`config.mk`:
```
export PLATFORM = sky130hd
export DESIGN_NAME = blit_engine
export DESIGN_NICKNAME = d
export VERILOG_FILES = /design/src/rtl/blit_pkg.sv /design/src/rtl/blit_regfile.sv /design/src/rtl/blit_walker.sv /design/src/rtl/blit_fifo.sv /design/src/rtl/blit_engine.sv
export SDC_FILE = /design/constraint.sdc
export NUM_CORES = 1
export LEC_CHECK = 0
export ABC_CLOCK_PERIOD_IN_PS = 4100
export BUFFER_PORTS_ARGS = -buffer_cell sky130_fd_sc_hd__buf_2
export CORE_MARGIN = 2
export CORE_UTILIZATION = 40
export CTS_BUF_LIST = sky130_fd_sc_hd__clkbuf_16
export DETAILED_ROUTE_END_ITERATION = 16
export GPL_TIMING_DRIVEN = 0
export PLACE_DENSITY_LB_ADDON = 0.05
export SETUP_SLACK_MARGIN = 0.5
export SLEW_MARGIN = 20
export SYNTH_ARGS = -nofsm -noshare
export SYNTH_HDL_FRONTEND = slang
export SYNTH_SLANG_ARGS = --single-unit
```
`constraint.sdc`:
```
create_clock -name clk -period 4.1 [get_ports clk]
set_clock_uncertainty 0.15 [all_clocks]
set_input_delay 0.82 -clock clk [delete_from_list [all_inputs] [get_ports clk]]
set_output_delay 0.82 -clock clk [all_outputs]
set_load 0.005 [all_outputs]
```
`src/rtl/blit_pkg.sv`:
```
package blit_pkg;

    localparam int BL_ADDR_W  = 24;
    localparam int BL_DIM_W   = 10;
    localparam int BL_PITCH_W = 11;
    localparam int BL_PIX_W   = 16;
    localparam int BL_REG_AW  = 5;

    localparam logic [7:0] OP_MOVE_FWD = 8'h02;
    localparam logic [7:0] OP_MOVE_BWD = 8'h03;
    localparam logic [7:0] OP_FILL     = 8'h0C;

    typedef enum logic [BL_REG_AW-1:0] {
        RA_CTRL   = 5'd0,
        RA_DEPTH  = 5'd1,
        RA_OPCODE = 5'd2,
        RA_SRC0   = 5'd3,
        RA_SRC1   = 5'd4,
        RA_SRC2   = 5'd5,
        RA_DST0   = 5'd6,
        RA_DST1   = 5'd7,
        RA_DST2   = 5'd8,
        RA_WID0   = 5'd9,
        RA_WID1   = 5'd10,
        RA_HGT0   = 5'd11,
        RA_HGT1   = 5'd12,
        RA_PIT0   = 5'd13,
        RA_PIT1   = 5'd14,
        RA_FG0    = 5'd15,
        RA_FG1    = 5'd16
    } reg_addr_e;

    typedef struct packed {
        logic [BL_ADDR_W-1:0]  src;
        logic [BL_ADDR_W-1:0]  dst;
        logic [BL_DIM_W-1:0]   wm1;
        logic [BL_DIM_W-1:0]   hm1;
        logic [BL_PITCH_W-1:0] pitch;
        logic [7:0]            op;
        logic                  d16;
        logic [BL_PIX_W-1:0]   fg;
    } blit_cfg_t;

endpackage

```
`src/rtl/blit_regfile.sv`:
```
module blit_regfile
    import blit_pkg::*;
(
    input  logic                 clk,
    input  logic                 rst_n,
    input  logic                 wr_en,
    input  logic [BL_REG_AW-1:0] addr,
    input  logic [7:0]           wdata,
    input  logic                 busy,
    input  logic                 fifo_empty,
    input  logic                 fifo_full,
    output logic [7:0]           rdata,
    output blit_cfg_t            cfg,
    output logic                 start
);

    blit_cfg_t cfg_d, cfg_q;
    logic      wr_ok;

    assign wr_ok = wr_en && !busy;
    assign start = wr_ok && (addr == RA_CTRL) && wdata[7];
    assign cfg   = cfg_q;

    always_comb begin
        cfg_d = cfg_q;
        if (wr_ok) begin
            case (addr)
                RA_DEPTH:  cfg_d.d16         = wdata[0];
                RA_OPCODE: cfg_d.op          = wdata;
                RA_SRC0:   cfg_d.src[7:0]    = wdata;
                RA_SRC1:   cfg_d.src[15:8]   = wdata;
                RA_SRC2:   cfg_d.src[23:16]  = wdata;
                RA_DST0:   cfg_d.dst[7:0]    = wdata;
                RA_DST1:   cfg_d.dst[15:8]   = wdata;
                RA_DST2:   cfg_d.dst[23:16]  = wdata;
                RA_WID0:   cfg_d.wm1[7:0]    = wdata;
                RA_WID1:   cfg_d.wm1[BL_DIM_W-1:8] = wdata[BL_DIM_W-9:0];
                RA_HGT0:   cfg_d.hm1[7:0]    = wdata;
                RA_HGT1:   cfg_d.hm1[BL_DIM_W-1:8] = wdata[BL_DIM_W-9:0];
                RA_PIT0:   cfg_d.pitch[7:0]  = wdata;
                RA_PIT1:   cfg_d.pitch[BL_PITCH_W-1:8] = wdata[BL_PITCH_W-9:0];
                RA_FG0:    cfg_d.fg[7:0]     = wdata;
                RA_FG1:    cfg_d.fg[15:8]    = wdata;
                default:   ;
            endcase
        end
    end

    always_ff @(posedge clk or negedge rst_n) begin
        if (!rst_n) cfg_q <= '0;
        else        cfg_q <= cfg_d;
    end

    always_comb begin
        rdata = 8'h00;
        case (addr)
            RA_CTRL:   rdata = {busy, fifo_empty, !fifo_full, fifo_full, 4'b0000};
            RA_DEPTH:  rdata = {7'b0, cfg_q.d16};
            RA_OPCODE: rdata = cfg_q.op;
            RA_SRC0:   rdata = cfg_q.src[7:0];
            RA_SRC1:   rdata = cfg_q.src[15:8];
            RA_SRC2:   rdata = cfg_q.src[23:16];
            RA_DST0:   rdata = cfg_q.dst[7:0];
            RA_DST1:   rdata = cfg_q.dst[15:8];
            RA_DST2:   rdata = cfg_q.dst[23:16];
            RA_WID0:   rdata = cfg_q.wm1[7:0];
            RA_WID1:   rdata = 8'(cfg_q.wm1[BL_DIM_W-1:8]);
            RA_HGT0:   rdata = cfg_q.hm1[7:0];
            RA_HGT1:   rdata = 8'(cfg_q.hm1[BL_DIM_W-1:8]);
            RA_PIT0:   rdata = cfg_q.pitch[7:0];
            RA_PIT1:   rdata = 8'(cfg_q.pitch[BL_PITCH_W-1:8]);
            RA_FG0:    rdata = cfg_q.fg[7:0];
            RA_FG1:    rdata = cfg_q.fg[15:8];
            default:   rdata = 8'h00;
        endcase
    end

endmodule

```
`src/rtl/blit_walker.sv`:
```
module blit_walker #(
    parameter int AW = 24,
    parameter int DW = 10,
    parameter int PW = 11
) (
    input  logic          clk,
    input  logic          rst_n,
    input  logic          load,
    input  logic [AW-1:0] start_addr,
    input  logic [DW-1:0] wm1,
    input  logic [DW-1:0] hm1,
    input  logic [PW-1:0] pitch,
    input  logic          d16,
    input  logic          dir_neg,
    input  logic          step,
    output logic [AW-1:0] addr,
    output logic          last
);

    typedef struct packed {
        logic [AW-1:0] addr;
        logic [AW-1:0] row;
        logic [DW-1:0] x;
        logic [DW-1:0] y;
    } walk_t;

    walk_t st_d, st_q;
    logic [AW-1:0] bpp;
    logic [AW-1:0] pitch_b;
    logic [AW-1:0] next_row;

    assign bpp     = d16 ? AW'(2) : AW'(1);
    assign pitch_b = AW'({pitch, 1'b0});
    assign addr    = st_q.addr;
    assign last    = (st_q.x == wm1) && (st_q.y == hm1);

    always_comb begin
        st_d     = st_q;
        next_row = dir_neg ? (st_q.row - pitch_b) : (st_q.row + pitch_b);
        if (load) begin
            st_d.addr = start_addr;
            st_d.row  = start_addr;
            st_d.x    = '0;
            st_d.y    = '0;
        end else if (step) begin
            if (st_q.x == wm1) begin
                st_d.x    = '0;
                st_d.y    = st_q.y + 1'b1;
                st_d.row  = next_row;
                st_d.addr = next_row;
            end else begin
                st_d.x    = st_q.x + 1'b1;
                st_d.addr = dir_neg ? (st_q.addr - bpp) : (st_q.addr + bpp);
            end
        end
    end

    always_ff @(posedge clk or negedge rst_n) begin
        if (!rst_n) st_q <= '0;
        else        st_q <= st_d;
    end

endmodule

```
`src/rtl/blit_fifo.sv`:
```
module blit_fifo #(
    parameter int W     = 16,
    parameter int DEPTH = 16
) (
    input  logic                         clk,
    input  logic                         rst_n,
    input  logic                         push,
    input  logic [W-1:0]                 wdata,
    input  logic                         pop,
    output logic [W-1:0]                 rdata,
    output logic [$clog2(DEPTH+1)-1:0]   count,
    output logic                         empty,
    output logic                         full
);

    localparam int PTR_W = (DEPTH > 1) ? $clog2(DEPTH) : 1;
    localparam int CNT_W = $clog2(DEPTH+1);

    typedef struct packed {
        logic [DEPTH-1:0][W-1:0] mem;
        logic [PTR_W-1:0]        rp;
        logic [PTR_W-1:0]        wp;
        logic [CNT_W-1:0]        cnt;
    } fifo_t;

    fifo_t st_d, st_q;
    logic  do_push, do_pop;

    function automatic logic [PTR_W-1:0] ptr_inc(input logic [PTR_W-1:0] p);
        return (p == PTR_W'(DEPTH-1)) ? '0 : p + 1'b1;
    endfunction

    assign empty   = (st_q.cnt == '0);
    assign full    = (st_q.cnt == CNT_W'(DEPTH));
    assign count   = st_q.cnt;
    assign rdata   = st_q.mem[st_q.rp];
    assign do_push = push && !full;
    assign do_pop  = pop && !empty;

    always_comb begin
        st_d = st_q;
        if (do_push) begin
            st_d.mem[st_q.wp] = wdata;
            st_d.wp           = ptr_inc(st_q.wp);
        end
        if (do_pop) st_d.rp = ptr_inc(st_q.rp);
        case ({do_push, do_pop})
            2'b10:   st_d.cnt = st_q.cnt + 1'b1;
            2'b01:   st_d.cnt = st_q.cnt - 1'b1;
            default: st_d.cnt = st_q.cnt;
        endcase
    end

    always_ff @(posedge clk or negedge rst_n) begin
        if (!rst_n) st_q <= '0;
        else        st_q <= st_d;
    end

endmodule

```
`src/rtl/blit_engine.sv`:
```
module blit_engine
    import blit_pkg::*;
#(
    parameter int FIFO_DEPTH = 16
) (
    input  logic                 clk,
    input  logic                 rst_n,
    input  logic                 reg_wr_en,
    input  logic [BL_REG_AW-1:0] reg_addr,
    input  logic [7:0]           reg_wdata,
    output logic [7:0]           reg_rdata,
    output logic                 mem_rd_en,
    output logic [BL_ADDR_W-2:0] mem_rd_addr,
    input  logic [BL_PIX_W-1:0]  mem_rd_data,
    output logic                 mem_wr_en,
    output logic [BL_ADDR_W-2:0] mem_wr_addr,
    output logic [BL_PIX_W-1:0]  mem_wr_data,
    output logic [1:0]           mem_wr_be,
    input  logic                 mem_stall
);

    localparam int CNT_W = $clog2(FIFO_DEPTH+1);

    typedef struct packed {
        logic busy;
        logic rd_more;
        logic inflight;
        logic tag;
    } ctl_t;

    ctl_t ctl_d, ctl_q;

    blit_cfg_t          cfg_w;
    logic               busy_w;
    logic               start;
    logic               op_fwd, op_bwd, op_fill, op_move;
    logic               rd_issue, wr_valid, wr_take, pop;
    logic [BL_ADDR_W-1:0] src_addr, dst_addr;
    logic               src_last, dst_last;
    logic [BL_PIX_W-1:0] push_data, fifo_head, pix;
    logic [CNT_W-1:0]   fifo_cnt_w;
    logic               fifo_empty, fifo_full;
    logic [CNT_W:0]     pending;

    assign busy_w  = ctl_q.busy;
    assign op_fwd  = (cfg_w.op == OP_MOVE_FWD);
    assign op_bwd  = (cfg_w.op == OP_MOVE_BWD);
    assign op_fill = (cfg_w.op == OP_FILL);
    assign op_move = op_fwd || op_bwd;

    blit_regfile u_regs (
        .clk        (clk),
        .rst_n      (rst_n),
        .wr_en      (reg_wr_en),
        .addr       (reg_addr),
        .wdata      (reg_wdata),
        .busy       (busy_w),
        .fifo_empty (fifo_empty),
        .fifo_full  (fifo_full),
        .rdata      (reg_rdata),
        .cfg        (cfg_w),
        .start      (start)
    );

    blit_walker #(.AW(BL_ADDR_W), .DW(BL_DIM_W), .PW(BL_PITCH_W)) u_src_walk (
        .clk        (clk),
        .rst_n      (rst_n),
        .load       (start),
        .start_addr (cfg_w.src),
        .wm1        (cfg_w.wm1),
        .hm1        (cfg_w.hm1),
        .pitch      (cfg_w.pitch),
        .d16        (cfg_w.d16),
        .dir_neg    (op_bwd),
        .step       (rd_issue),
        .addr       (src_addr),
        .last       (src_last)
    );

    blit_walker #(.AW(BL_ADDR_W), .DW(BL_DIM_W), .PW(BL_PITCH_W)) u_dst_walk (
        .clk        (clk),
        .rst_n      (rst_n),
        .load       (start),
        .start_addr (cfg_w.dst),
        .wm1        (cfg_w.wm1),
        .hm1        (cfg_w.hm1),
        .pitch      (cfg_w.pitch),
        .d16        (cfg_w.d16),
        .dir_neg    (op_bwd),
        .step       (wr_take),
        .addr       (dst_addr),
        .last       (dst_last)
    );

    blit_fifo #(.W(BL_PIX_W), .DEPTH(FIFO_DEPTH)) u_fifo (
        .clk   (clk),
        .rst_n (rst_n),
        .push  (ctl_q.inflight),
        .wdata (push_data),
        .pop   (pop),
        .rdata (fifo_head),
        .count (fifo_cnt_w),
        .empty (fifo_empty),
        .full  (fifo_full)
    );

    // Reader: one word per cycle while the FIFO, counting the read in flight, has room.
    assign pending   = {1'b0, fifo_cnt_w} + (CNT_W+1)'(ctl_q.inflight);
    assign rd_issue  = ctl_q.busy && op_move && ctl_q.rd_more &&
                       (pending < (CNT_W+1)'(FIFO_DEPTH));
    assign mem_rd_en   = rd_issue;
    assign mem_rd_addr = src_addr[BL_ADDR_W-1:1];
    assign push_data   = cfg_w.d16 ? mem_rd_data
                       : {8'h00, (ctl_q.tag ? mem_rd_data[15:8] : mem_rd_data[7:0])};

    // Writer: fill needs no data, a move waits for the FIFO head.
    assign wr_valid = ctl_q.busy && (op_fill || (op_move && !fifo_empty));
    assign wr_take  = wr_valid && !mem_stall;
    assign pop      = wr_take && op_move;
    assign pix      = op_fill ? cfg_w.fg : fifo_head;

    assign mem_wr_en   = wr_valid;
    assign mem_wr_addr = dst_addr[BL_ADDR_W-1:1];
    assign mem_wr_data = cfg_w.d16 ? pix : {pix[7:0], pix[7:0]};
    assign mem_wr_be   = cfg_w.d16 ? 2'b11 : (dst_addr[0] ? 2'b10 : 2'b01);

    always_comb begin
        ctl_d          = ctl_q;
        ctl_d.inflight = rd_issue;
        ctl_d.tag      = src_addr[0];
        if (start) begin
            ctl_d.busy    = 1'b1;
            ctl_d.rd_more = 1'b1;
        end else if (ctl_q.busy) begin
            if (rd_issue && src_last) ctl_d.rd_more = 1'b0;
            if (!(op_move || op_fill) || (wr_take && dst_last)) begin
                ctl_d.busy    = 1'b0;
                ctl_d.rd_more = 1'b0;
            end
        end
    end

    always_ff @(posedge clk or negedge rst_n) begin
        if (!rst_n) ctl_q <= '0;
        else        ctl_q <= ctl_d;
    end

endmodule

```
==> impl_results.md <==
* Die Footprint at 74080 µm²
* Power Total at 16.13 mW
* Core area at 71360 µm²
* Fin crit period at 4.559 ns
* H-tree levels at 2
* Max VDD drop at 313.6 µV
* Failing checks: negative setup slack
* Final Instance Area at 36150 µm²
* Clock power frac at 0.322
* Initial antenna violation count at 2
* Fin util at 0.5066
* Max-slew violation count at 0
* Final setup fails at 57
* Worst EP required at 4.49 ns
* Post-synth EDFFs at 0
* Seq/Total Area, Yosys at 0.4463
* Clock tree buffer depth at 3
* Nets at 3337
* Clk sinks at 513
* Area after DPL at 30750 µm²
* Via/cell ratio at 5.849
* Die Wd at 272.2 µm
* Max-cap violations at 0
* RSZ-0062 raised after global routing: yes
* Fin. Hold Viols at 0
* Vias in the first global route at 24750
* Main synth FF type: dfrtp_1
* CTS tree: built
* CP peak stage delay at 0.43 ns
* Sequential power share at 0.383
* # port buffers at 101
* First-pass GRT wire length at 162.7 mm
* Pin count of the biggest net entering global routing at 100
* Share of cells above drive strength 1 at 0.2800
* Sw power at 5.548 mW
* Syn Std Cell Area at 28770 µm²
* Critical path arrival at 4.95 ns
* CP max FO at 5
* CP endpoint kind: flip-flop
* Fill count at 6615
* Flops & latches, synth at 513
* Worst setup margin at -0.4595 ns
* Post-Syn Instances at 2884
* Via count at 24630
* Root Driver: clkbuf_16
* Switching Fraction at 0.3441
* Initial Util at 0.4031
* Die Y at 272.2 µm
* Logic gate share of total power at 0.295
* CTS Buf Count at 58
* Antenna-violating nets left at 0
* Actual slew at the worst max-slew pin at 0.9905 ns
* Wire length per cell at 26.27 µm
* Worst path cell trace: nor4bb_4 -> buf_6 -> nand2_8 -> clkbuf_16 -> nor2_4 -> a21oi_4 -> buf_6 -> fa_2 -> a2111oi_4 -> a311oi_2 -> o221ai_2 -> nand2_2 -> o41ai_4 -> buf_4 -> nor4_2 -> a211oi_2 -> o31ai_2 -> xnor2_2 -> buf_6 -> a21oi_2 -> nor2_1 -> nor3_1
* Routed WL at 110.6 mm
* I/O pins at 107
* Placer Congestion at 0.9307
* Fraction of the cycle the final worst path needs at 1.112
* Netlist cell types at 96
* Worst Hold Class: flip-flop to flip-flop
* Synth warn at 0
* Gr usage total at 0.2961
* Setup slack, reg-to-reg at -0.46 ns
* Layout area overhead at 25.68%
* Power per cell area at 446.0 nW/µm²
* Rel. slew slack at 0.3396
* Syn_nets at 3010
* DRC errors left at 0
* F_max at 219.3 MHz
* Cell count after placement at 3940
* Final std cells w/o fill at 4211
* Avg Inst Size Synth at 9.974 µm²
* Async S/R FF share, synth at 1.000
* Total gr overflow at 0
* Kind of critical path: flip-flop to flip-flop
* HPWL Detailed at 79.73 mm
* Internal power at 10.58 mW
* Slowest cell on crit path: dfrtp_2
* Reg clk slew, reported paths at 0.07 ns
* Row count at 98
* Leakage power at 16.16 nW
* Critical Path Source Type: flip-flop
* Status: finished, violations left
* ANT cells at 0
* Pre-antenna DRT Iters at 5
* Starting DRT DRC Count at 1866
* CP most frequent cell: buf_6
* Clock latency on the worst-skew pair at 0.66 ns
[stage by stage]
| step | setup slack [ns] | TNS (ns) | hold slack (ns) |
|---|---|---|---|
| 2_1_floorplan | -0.2893 | -2.443 | 0.2244 |
| 6_report | -0.4595 | -14.98 | 0.3249 |
| 3_5_place_dp | -1.892 | -132.27 | 0.3144 |
| 5_1_grt | -0.6498 | -23.37 | 0.3264 |
| 4_1_cts | -0.4572 | -10.79 | 0.3217 |
| 3_3_place_gp | -8.728 | -4553.75 | 0.3057 |
[worst max-delay path, delay by kind of cell, from the launching register on]
kind	cells	cell delay, ns
AOI/OAI and AO/OA	8	1.57
xor gates and xnor gates	1	0.15
adders and majority gates	1	0.39
buffers and inverters	5	0.79
DFF	1	0.43
and+or+nand+nor	7	0.95
[cell families after synthesis]
| logic type | synth area share |
|---|---|
| and+or+nand+nor | 0.1286 |
| AOI/OAI and AO/OA | 0.1627 |
| DFF | 0.4463 |
| buffers and inverters | 0.04080 |
| muxes | 0.1184 |
| xor gates and xnor gates | 0.05789 |
| adders and majority gates | 0.04532 |
[power groups by stage]
stage / clock network [mW] / registers, mW / logic (mW)
finish: 5.19 / 6.17 / 4.76
global route: 5.46 / 6.19 / 5.10
CTS: 5.27 / 6.15 / 4.33
detailed placement: 0 / 6.23 / 3.39
global placement: 0 / 6.23 / 3.31
floorplan: 0 / 5.84 / 2.39
[cell usage after synthesis (49+ instances only)]
master / number / area [µm²]
xnor2_1: 99 / 867.1
nand2_1: 425 / 1595
o21ai_0: 362 / 1812
ha_1: 88 / 1101
clkbuf_1: 155 / 581.8
mux2_2: 115 / 1295
dfrtp_1: 513 / 12840
xor2_1: 81 / 709.4
nor2_1: 166 / 623.1
a21oi_1: 106 / 530.5
nand3_1: 49 / 245.2
mux4_2: 80 / 1802
[placed cells by master (no fill, tap or decap), types with 15 or more instances in the layout]
master	n
and3_1	28
mux2_2	106
nor2b_1	16
mux4_2	80
a21oi_1	80
a21oi_2	24
xor2_1	69
o21ai_0	313
and2_1	16
clkinv_1	15
o21ai_2	21
buf_2	98
a21o_1	43
ha_1	82
o21ai_1	41
dfrtp_1	506
nor2_1	144
a31oi_1	15
xnor2_1	73
clkbuf_16	59
xnor2_2	19
clkbuf_1	118
nand3_1	43
o22ai_1	19
nand4_1	27
inv_1	48
buf_6	65
a22oi_1	30
mux2i_1	24
nand2_1	415
clkbuf_2	15
buf_4	149
nor3_1	25
[routing by layer]
layer | wire (µm) | global-route usage
met5 | 23 | 0
met4 | 6915 | 0.1560
met3 | 5557 | 0.03694
met2 | 55470 | 0.5175
met1 | 42650 | 0.3571
[flip-flops by register name, indices dropped and copies added, names as in the netlist]
signal and flops:
busy_w 1, u_src_walk.addr 24, u_dst_walk.addr 24, u_src_walk.st_q 44
u_fifo.st_q 264, ctl_q 3, u_fifo.count 5, u_regs.cfg 104
u_dst_walk.st_q 44
[what timing repair did]
action	CTS	global route
resized for setup	380	170
setup endpoints to repair	256	119
hold buffers	1	0
buffers inserted	112	45
pin swaps	139	112
hold endpoints to repair	18	0
cloned	3	0
[worst paths after layout]
check | cells past startpoint | endpoint | start
max in group asynchronous | 6 | u_fifo.st_q[43]$_DFFE_PN0P_ | rst_n
worst min-delay path | 2 | u_fifo.st_q[179]$_DFFE_PN0P_ | u_fifo.st_q[179]$_DFFE_PN0P_
worst max-delay path | 22 | u_src_walk.st_q[43]$_DFFE_PN0P_ | u_regs.cfg[19]$_DFFE_PN0P_
min in group asynchronous | 2 | u_dst_walk.addr[18]$_DFFE_PN0P_ | rst_n
worst min register to register | 2 | u_fifo.st_q[179]$_DFFE_PN0P_ | u_fifo.st_q[179]$_DFFE_PN0P_
worst max register to register | 22 | u_src_walk.st_q[43]$_DFFE_PN0P_ | u_regs.cfg[19]$_DFFE_PN0P_
[layout make-up]
class / count / area [µm²] / share of cell area
plain buffers: 224 / 1350 / 0.03734
clock buffers: 58 / 1451 / 0.04015
clock inverters: 52 / 427.9 / 0.01184
inverters: 39 / 162.7 / 0.004499
multi-input cells: 2108 / 16470 / 0.4554
flip-flops and latches: 513 / 12850 / 0.3553
well taps: 950 / 1189 / 0.03288
repair buffers: 267 / 2261 / 0.06254
No activity file was read; power rests on OpenSTA's default activity.
